<file path="src/rtl/spim_pkg.sv">
package spim_pkg;
  localparam int REG_W = 8;

  typedef enum logic [1:0] {
    A_DATA = 2'd0,
    A_STAT = 2'd1,
    A_CTRL = 2'd2,
    A_BAUD = 2'd3
  } spim_addr_e;

  // status bit positions
  localparam int S_RXDONE = 7;
  localparam int S_TXDONE = 6;
  localparam int S_EMPTY  = 5;
  // control bit positions
  localparam int C_IE_RX  = 7;
  localparam int C_IE_TX  = 6;
  localparam int C_IE_EMP = 5;
  localparam int C_RX_EN  = 4;
  localparam int C_TX_EN  = 3;
endpackage

</file>
<file path="src/rtl/spim_baud.sv">
module spim_baud #(
  parameter int DIV_W = 8
) (
  input  logic             clk,
  input  logic             rst,
  input  logic             run,
  input  logic [DIV_W-1:0] div,
  output logic             tick
);
  logic [DIV_W-1:0] cnt_q;

  always_ff @(posedge clk) begin
    if (rst || !run) cnt_q <= '0;
    else if (cnt_q == div) cnt_q <= '0;
    else cnt_q <= cnt_q + 1'b1;
  end

  assign tick = run && (cnt_q == div);
endmodule

</file>
<file path="src/rtl/spim_shifter.sv">
module spim_shifter #(
  parameter int FRAME_W = 8
) (
  input  logic               clk,
  input  logic               rst,
  input  logic               start,
  input  logic [FRAME_W-1:0] tx_byte,
  input  logic               tick,
  input  logic               miso,
  output logic               busy,
  output logic               sck,
  output logic               mosi,
  output logic               done,
  output logic [FRAME_W-1:0] rx_byte
);
  localparam int CW = (FRAME_W > 1) ? $clog2(FRAME_W) : 1;
  localparam logic [CW-1:0] LAST = CW'(FRAME_W - 1);

  logic [FRAME_W-1:0] tx_sh_q, rx_sh_q;
  logic [CW-1:0]      bit_q;
  logic               busy_q, sck_q;

  always_ff @(posedge clk) begin
    if (rst) begin
      tx_sh_q <= '0;
      rx_sh_q <= '0;
      bit_q   <= '0;
      busy_q  <= 1'b0;
      sck_q   <= 1'b0;
    end else if (start && !busy_q) begin
      tx_sh_q <= tx_byte;
      bit_q   <= '0;
      busy_q  <= 1'b1;
      sck_q   <= 1'b0;
    end else if (busy_q && tick) begin
      if (!sck_q) begin
        sck_q   <= 1'b1;                           // rising edge: sample
        rx_sh_q <= {rx_sh_q[FRAME_W-2:0], miso};
      end else begin
        sck_q <= 1'b0;                             // falling edge: advance
        if (bit_q == LAST) begin
          busy_q <= 1'b0;
        end else begin
          bit_q   <= bit_q + 1'b1;
          tx_sh_q <= {tx_sh_q[FRAME_W-2:0], 1'b0};
        end
      end
    end
  end

  assign busy    = busy_q;
  assign sck     = sck_q;
  assign mosi    = busy_q & tx_sh_q[FRAME_W-1];
  assign done    = busy_q && tick && sck_q && (bit_q == LAST);
  assign rx_byte = rx_sh_q;

  // clock idles low
  a_r3_idle_clock_low: assert property (@(posedge clk) disable iff (rst)
    !busy_q |-> !sck_q);
  // data out only changes while the clock is low
  a_r3_mosi_hold_high: assert property (@(posedge clk) disable iff (rst)
    sck_q |-> $stable(mosi));
endmodule

</file>
<file path="src/rtl/spim_flags.sv">
module spim_flags
  import spim_pkg::*;
#(
  parameter logic [REG_W-1:0] DIV_RESET = '0
) (
  input  logic             clk,
  input  logic             rst,
  input  logic             wr,
  input  logic             rd,
  input  logic [1:0]       addr,
  input  logic [REG_W-1:0] wdata,
  output logic [REG_W-1:0] rdata,
  input  logic             gie,
  input  logic             tx_ack,
  input  logic             busy,
  input  logic             done,
  input  logic [REG_W-1:0] rx_byte,
  output logic             start,
  output logic [REG_W-1:0] tx_byte,
  output logic [REG_W-1:0] div,
  output logic             irq_rx,
  output logic             irq_tx,
  output logic             irq_emp
);
  spim_addr_e sel;
  assign sel = spim_addr_e'(addr);

  logic [REG_W-1:0] txbuf_q, rxbuf_q, div_q, rdata_q;
  logic [7:3]       ctrl_q;
  logic             txfull_q, rxdone_q, txdone_q;
  logic             irq_rx_q, irq_tx_q, irq_emp_q;
  logic             wr_data, wr_stat, wr_ctrl, wr_baud, rd_data;
  logic [REG_W-1:0] stat_w, ctrl_w;

  assign wr_data = wr && (sel == A_DATA);
  assign wr_stat = wr && (sel == A_STAT);
  assign wr_ctrl = wr && (sel == A_CTRL);
  assign wr_baud = wr && (sel == A_BAUD);
  assign rd_data = rd && (sel == A_DATA);

  assign start = !busy && txfull_q && ctrl_q[C_TX_EN];

  always_comb begin
    stat_w = '0;
    stat_w[S_RXDONE] = rxdone_q;
    stat_w[S_TXDONE] = txdone_q;
    stat_w[S_EMPTY]  = !txfull_q;
    ctrl_w = {ctrl_q, 3'b000};
  end

  // transmit buffer: a write wins over the hand-off in the same cycle
  always_ff @(posedge clk) begin
    if (rst) begin
      txbuf_q  <= '0;
      txfull_q <= 1'b0;
    end else begin
      if (wr_data) begin
        txbuf_q  <= wdata;
        txfull_q <= 1'b1;
      end else if (start) begin
        txfull_q <= 1'b0;
      end
    end
  end

  // receive buffer: flush, then frame end, then read clear
  always_ff @(posedge clk) begin
    if (rst) begin
      rxbuf_q  <= '0;
      rxdone_q <= 1'b0;
    end else if (!ctrl_q[C_RX_EN]) begin
      rxbuf_q  <= '0;
      rxdone_q <= 1'b0;
    end else if (done) begin
      rxbuf_q  <= rx_byte;
      rxdone_q <= 1'b1;
    end else if (rd_data) begin
      rxdone_q <= 1'b0;
    end
  end

  // transmit done: set has priority over both clear paths
  always_ff @(posedge clk) begin
    if (rst) txdone_q <= 1'b0;
    else if (done && !txfull_q) txdone_q <= 1'b1;
    else if ((wr_stat && wdata[S_TXDONE]) || tx_ack) txdone_q <= 1'b0;
  end

  always_ff @(posedge clk) begin
    if (rst) begin
      ctrl_q <= '0;
      div_q  <= DIV_RESET;
    end else begin
      if (wr_ctrl) ctrl_q <= wdata[7:3];
      if (wr_baud) div_q  <= wdata;
    end
  end

  always_ff @(posedge clk) begin
    if (rst) begin
      rdata_q <= '0;
    end else if (rd) begin
      case (sel)
        A_DATA:  rdata_q <= rxbuf_q;
        A_STAT:  rdata_q <= stat_w;
        A_CTRL:  rdata_q <= ctrl_w;
        default: rdata_q <= div_q;
      endcase
    end
  end

  always_ff @(posedge clk) begin
    if (rst) begin
      irq_rx_q  <= 1'b0;
      irq_tx_q  <= 1'b0;
      irq_emp_q <= 1'b0;
    end else begin
      irq_rx_q  <= gie && ctrl_q[C_IE_RX]  && rxdone_q;
      irq_tx_q  <= gie && ctrl_q[C_IE_TX]  && txdone_q;
      irq_emp_q <= gie && ctrl_q[C_IE_EMP] && !txfull_q;
    end
  end

  assign rdata   = rdata_q;
  assign tx_byte = txbuf_q;
  assign div     = div_q;
  assign irq_rx  = irq_rx_q;
  assign irq_tx  = irq_tx_q;
  assign irq_emp = irq_emp_q;

  // a data write always leaves the buffer occupied
  a_r2_write_fills_buffer: assert property (@(posedge clk) disable iff (rst)
    wr_data |=> txfull_q);
  // disabled receiver flushes the receive flag
  a_r7_rx_flush: assert property (@(posedge clk) disable iff (rst)
    !ctrl_q[C_RX_EN] |=> !rxdone_q);
  // transmit done only rises on a frame end with nothing waiting
  a_r5_txdone_source: assert property (@(posedge clk) disable iff (rst)
    $rose(txdone_q) |-> $past(done && !txfull_q));
  // receive done only rises on a frame end
  a_r4_rxdone_source: assert property (@(posedge clk) disable iff (rst)
    $rose(rxdone_q) |-> $past(done));
  // no interrupt request without the global enable
  a_r8_irq_needs_gie: assert property (@(posedge clk) disable iff (rst)
    (irq_rx_q || irq_tx_q || irq_emp_q) |-> $past(gie));
endmodule

</file>
<file path="src/rtl/spim_usart.sv">
module spim_usart
  import spim_pkg::*;
#(
  parameter logic [REG_W-1:0] DIV_RESET = '0
) (
  input  logic             clk,
  input  logic             rst,
  input  logic             bus_wr,
  input  logic             bus_rd,
  input  logic [1:0]       bus_addr,
  input  logic [REG_W-1:0] bus_wdata,
  output logic [REG_W-1:0] bus_rdata,
  input  logic             glb_irq_en,
  input  logic             tx_done_ack,
  output logic             spi_sck,
  output logic             spi_mosi,
  input  logic             spi_miso,
  output logic             irq_rx_done,
  output logic             irq_tx_done,
  output logic             irq_tx_empty
);
  logic             busy, done, start, tick;
  logic [REG_W-1:0] rx_byte, tx_byte, div;

  spim_flags #(.DIV_RESET(DIV_RESET)) u_flags (
    .clk(clk), .rst(rst),
    .wr(bus_wr), .rd(bus_rd), .addr(bus_addr), .wdata(bus_wdata), .rdata(bus_rdata),
    .gie(glb_irq_en), .tx_ack(tx_done_ack),
    .busy(busy), .done(done), .rx_byte(rx_byte),
    .start(start), .tx_byte(tx_byte), .div(div),
    .irq_rx(irq_rx_done), .irq_tx(irq_tx_done), .irq_emp(irq_tx_empty)
  );

  spim_baud #(.DIV_W(REG_W)) u_baud (
    .clk(clk), .rst(rst), .run(busy), .div(div), .tick(tick)
  );

  spim_shifter #(.FRAME_W(REG_W)) u_shift (
    .clk(clk), .rst(rst), .start(start), .tx_byte(tx_byte), .tick(tick),
    .miso(spi_miso), .busy(busy), .sck(spi_sck), .mosi(spi_mosi),
    .done(done), .rx_byte(rx_byte)
  );
endmodule

</file>
<file path="config.mk">
export PLATFORM = sky130hd
export DESIGN_NAME = spim_usart
export DESIGN_NICKNAME = d
export VERILOG_FILES = /design/src/rtl/spim_pkg.sv /design/src/rtl/spim_baud.sv /design/src/rtl/spim_shifter.sv /design/src/rtl/spim_flags.sv /design/src/rtl/spim_usart.sv
export SDC_FILE = /design/constraint.sdc
export NUM_CORES = 1
export LEC_CHECK = 0
export ABC_AREA = 1
export BUFFER_PORTS_ARGS = -buffer_cell sky130_fd_sc_hd__buf_2
export CAP_MARGIN = 30
export CORE_MARGIN = 1.5
export CORE_UTILIZATION = 53
export DETAILED_ROUTE_END_ITERATION = 16
export GPL_TIMING_DRIVEN = 0
export MAX_ROUTING_LAYER = met4
export PLACE_DENSITY = 0.75
export SYNTH_ARGS = -nofsm -noshare
export SYNTH_HDL_FRONTEND = slang
export SYNTH_HIERARCHICAL = 1
export SYNTH_SLANG_ARGS = --single-unit
export TNS_END_PERCENT = 50
</file>
<file path="constraint.sdc">
create_clock -name clk -period 1.9 [get_ports clk]
set_input_delay 0.285 -clock clk [delete_from_list [all_inputs] [get_ports clk]]
set_output_delay 0.285 -clock clk [all_outputs]
set_load 0.01 [all_outputs]
</file>
==> out/summary.txt <==
Tot Pwr - 2.96 mW
Yosys cell types - 29
number of primary I/O pins - 30
H-Tree Depth - 3
cell depth of the worst setup path - 13
CORE AREA - 0.00561 mm^2
Synth async-reset ratio - 0%
clk sinks - 72
most frequent cells in the layout - nand2_1, dfxtp_1, nor2_1
Routed Antenna Nets - 0
crit path DAT - 1.98 ns
Hold Path Class - primary input to flop
Worst Setup SP - u_flags/div[2]
Critical Path RT - 2.13 ns
DP Wirelength - 4.90 mm
routed vias/inst - 5.08
Crit Path Class - flop to flop
reg2reg setup slack - 0.15 ns
CTS buffer count - 9
hold buffer count at cts - 0
Die ar. - 0.00637 mm^2
maximum vdd drop - 540 uV
WHS - 0.173 ns
Skew-Pair Late Insertion Delay - 0.34 ns
Reg2Reg Depth - 13
vias in the first global route - 2,551
largest cells by area after synthesis - dfxtp_1, nand2_1, a21oi_1
register area - 0.00145 mm^2
Layout Area Growth over Synthesis - 15.0%
Reg-to-Reg End - u_flags/rxbuf_q[4]
Crit Path Max Fanout - 10
YS warnings - 6
max cap viols - 0
most area-hungry cell type in the Yosys netlist - dfxtp_1
Setup Buffers After CTS - 0
WP buf/inv - 4
worst stage delay on the critical path - 0.41 ns
final hold vios - 0
Max transition margin - 68.9%
Setup crit start kind - flop
wire length per cell - 12.5 um
initial DRC count - 169
post-synthesis compound-gate area fraction - 13.4%
Post-synth EDFFs - 0
WL final - 6.69 mm
Worst R2R Start - u_flags/div[2]
post-synthesis mux area share - 0%
Syn Std Cell Area - 0.00313 mm^2
Setup Skew - 0.00613 ns
DR vias - 2,718
DRC Markers - 0
pre-CTS setup slack - -0.247 ns
Net Count, Synth - 440
LEAKAGE - 1.47 nW
Synth Instances - 420
initial core utilization - 55.8%
final worst slack - 0.147 ns
Placer Congestion - 0.908
# port buffers - 27
critical path endpoint - u_flags/rxbuf_q[4]
Seq cells post-synth - 72
slowest CP cell - dfxtp_1
post-synthesis adder-cell area fraction - 1.20%
CP top delay family - simple AND/OR/NAND/NOR gates
top cell type's share of synthesized area - 46.1%
area share of xor/xnor cells in the synthesized design - 2.24%
router iterations before antenna repair - 4
Simple-Gate Fraction of Synth Area - 29.2%
CTS tree - built
worst path cell trace - xnor2_2 > nand2_1 > nor2_2 > nand2_2 > nor2_4 > nand2_2 > inv_2 > nand3_1 > inv_1 > buf_6 > clkinv_4 > nand2_1 > a21oi_1
status - completed
synthesized area per cell - 7.45 um^2
Final Cell Area - 0.00360 mm^2
area of the multi-input gates - 0.00147 mm^2
Fill cells - 518
layout cell share with drive strength beyond 1 - 20.1%
Power Dens Cells - 822 mW/mm^2
commonest non-fill, non-tap cell in the layout - nand2_1
GRT overflow - 0
CTS root buf - clkbuf_8
Inserted Diodes - 0
sequential area share after synthesis - 46.1%
Slew Viols, Final - 0
final setup vio count - 0
die width - 79.8 um
largest family of logic cells by synthesized area - simple AND/OR/NAND/NOR gates
crit end category - flop
Reg clk slew, reported paths - 0.07 ns
total global-route track usage - 24.2%
placed cell area - 0.00335 mm^2
CTS max path bufs - 2
FP Rows - 27
initial antenna violation count - 0
largest net degree at the start of global routing - 12
Nets - 478
die extent in y - 79.8 um
Tcrit/Tclk final - 92.3%
Worst Max-Slew Pin Slew - 0.466 ns
first-pass GRT wire length - 11.6 mm
achievable clock frequency - 0.570 GHz
Synth Flop Type - dfxtp_1
Final min period - 1.75 ns
synthesized netlist by cell type (5+ instances only):
library cell,number
dfxtp_1,72
nand2_1,95
buf_2,6
nand3_1,34
o21ai_0,29
nor2_1,51
xnor2_1,5
a21oi_1,41
a31oi_1,5
inv_1,31
inv_2,7
nor2_2,5
nand2_2,6
layout make-up:
class / count / area share (%)
inverter: 41 / 4.42
clock buffer: 13 / 4.42
multi-input combinational: 295 / 40.7
clock inverter: 3 / 1.11
buffer: 12 / 2.82
sequential: 72 / 40.3
timing repair buffer: 27 / 3.76
tap: 72 / 2.50
per-stage QoR:
step                      setup TNS (ns)  instances  util [%]
after CTS                              0        535      63.5
after global routing           -0.000999        535      64.2
after detailed placement           -2.10        519      59.8
after global placement             -1.98        519      59.8
final                                  0        535      64.2
after floorplan                        0        420         -
state kept, by name, indices dropped and copies added (netlist names):
name and count:
u_flags/div 8, u_flags/ctrl_q 5, u_shift/busy 1, u_flags/irq_tx 1, u_flags/rdata 8, u_flags/txfull_q 1
u_shift/tx_sh_q 8, u_flags/txdone_q 1, u_baud/cnt_q 8, u_flags/tx_byte 8, u_flags/rxbuf_q 8, u_shift/bit_q 3
u_flags/irq_rx 1, u_flags/rxdone_q 1, u_flags/irq_emp 1, u_shift/sck 1, u_shift/rx_byte 8
metal layers:
| layer | GRT usage [%] | vias to the layer above | routed length [um] |
|---|---|---|---|
| met5 | - | - | 0 |
| met4 | 8.79 | 0 | 106 |
| met3 | 5.71 | 9 | 223 |
| met2 | 37.3 | 44 | 3170 |
| met1 | 31.1 | 1238 | 3190 |
| li1 | - | 1427 | - |
worst reg2reg max path, cell delays in order, from the launching register on:
cell      delay [ns]
dfxtp_1         0.41
xnor2_2         0.13
nand2_1         0.07
nor2_2          0.10
nand2_2         0.11
nor2_4          0.11
nand2_2         0.10
inv_2           0.08
nand3_1         0.08
inv_1           0.08
buf_6           0.14
clkinv_4        0.09
nand2_1         0.07
a21oi_1         0.06
report_power, final:
part,internal [mW],switching [mW]
Sequential,1.54,0.0184
Combinational,0.0682,0.127
Clock,0.675,0.531
Total,2.28,0.676
timing repair:
action	4_1_cts	5_1_grt
pin swaps	0	1
gates resized for setup	6	10
setup endpoints to repair	10	17
how the worst min path moves through the flow:
stage | startpoint | end | cells after the start
finish | spi_miso | u_shift/rx_byte[0] | 3
detailed placement | u_flags/txfull_q | u_flags/irq_emp | 1
global placement | u_flags/txfull_q | u_flags/irq_emp | 1
floorplan | rst | u_flags/rdata[0] | 1
CTS | spi_miso | u_shift/rx_byte[0] | 3
global route | spi_miso | u_shift/rx_byte[0] | 3
cells by family after synthesis:
| group | Yosys count |
|---|---|
| AOI/OAI and AO/OA | 80 |
| DFF | 72 |
| and+or+nand+nor | 204 |
| adders and majority gates | 3 |
| xor gates and xnor gates | 8 |
| buffers and inverters | 53 |
Note: power is estimated with default switching activity, not from simulation.
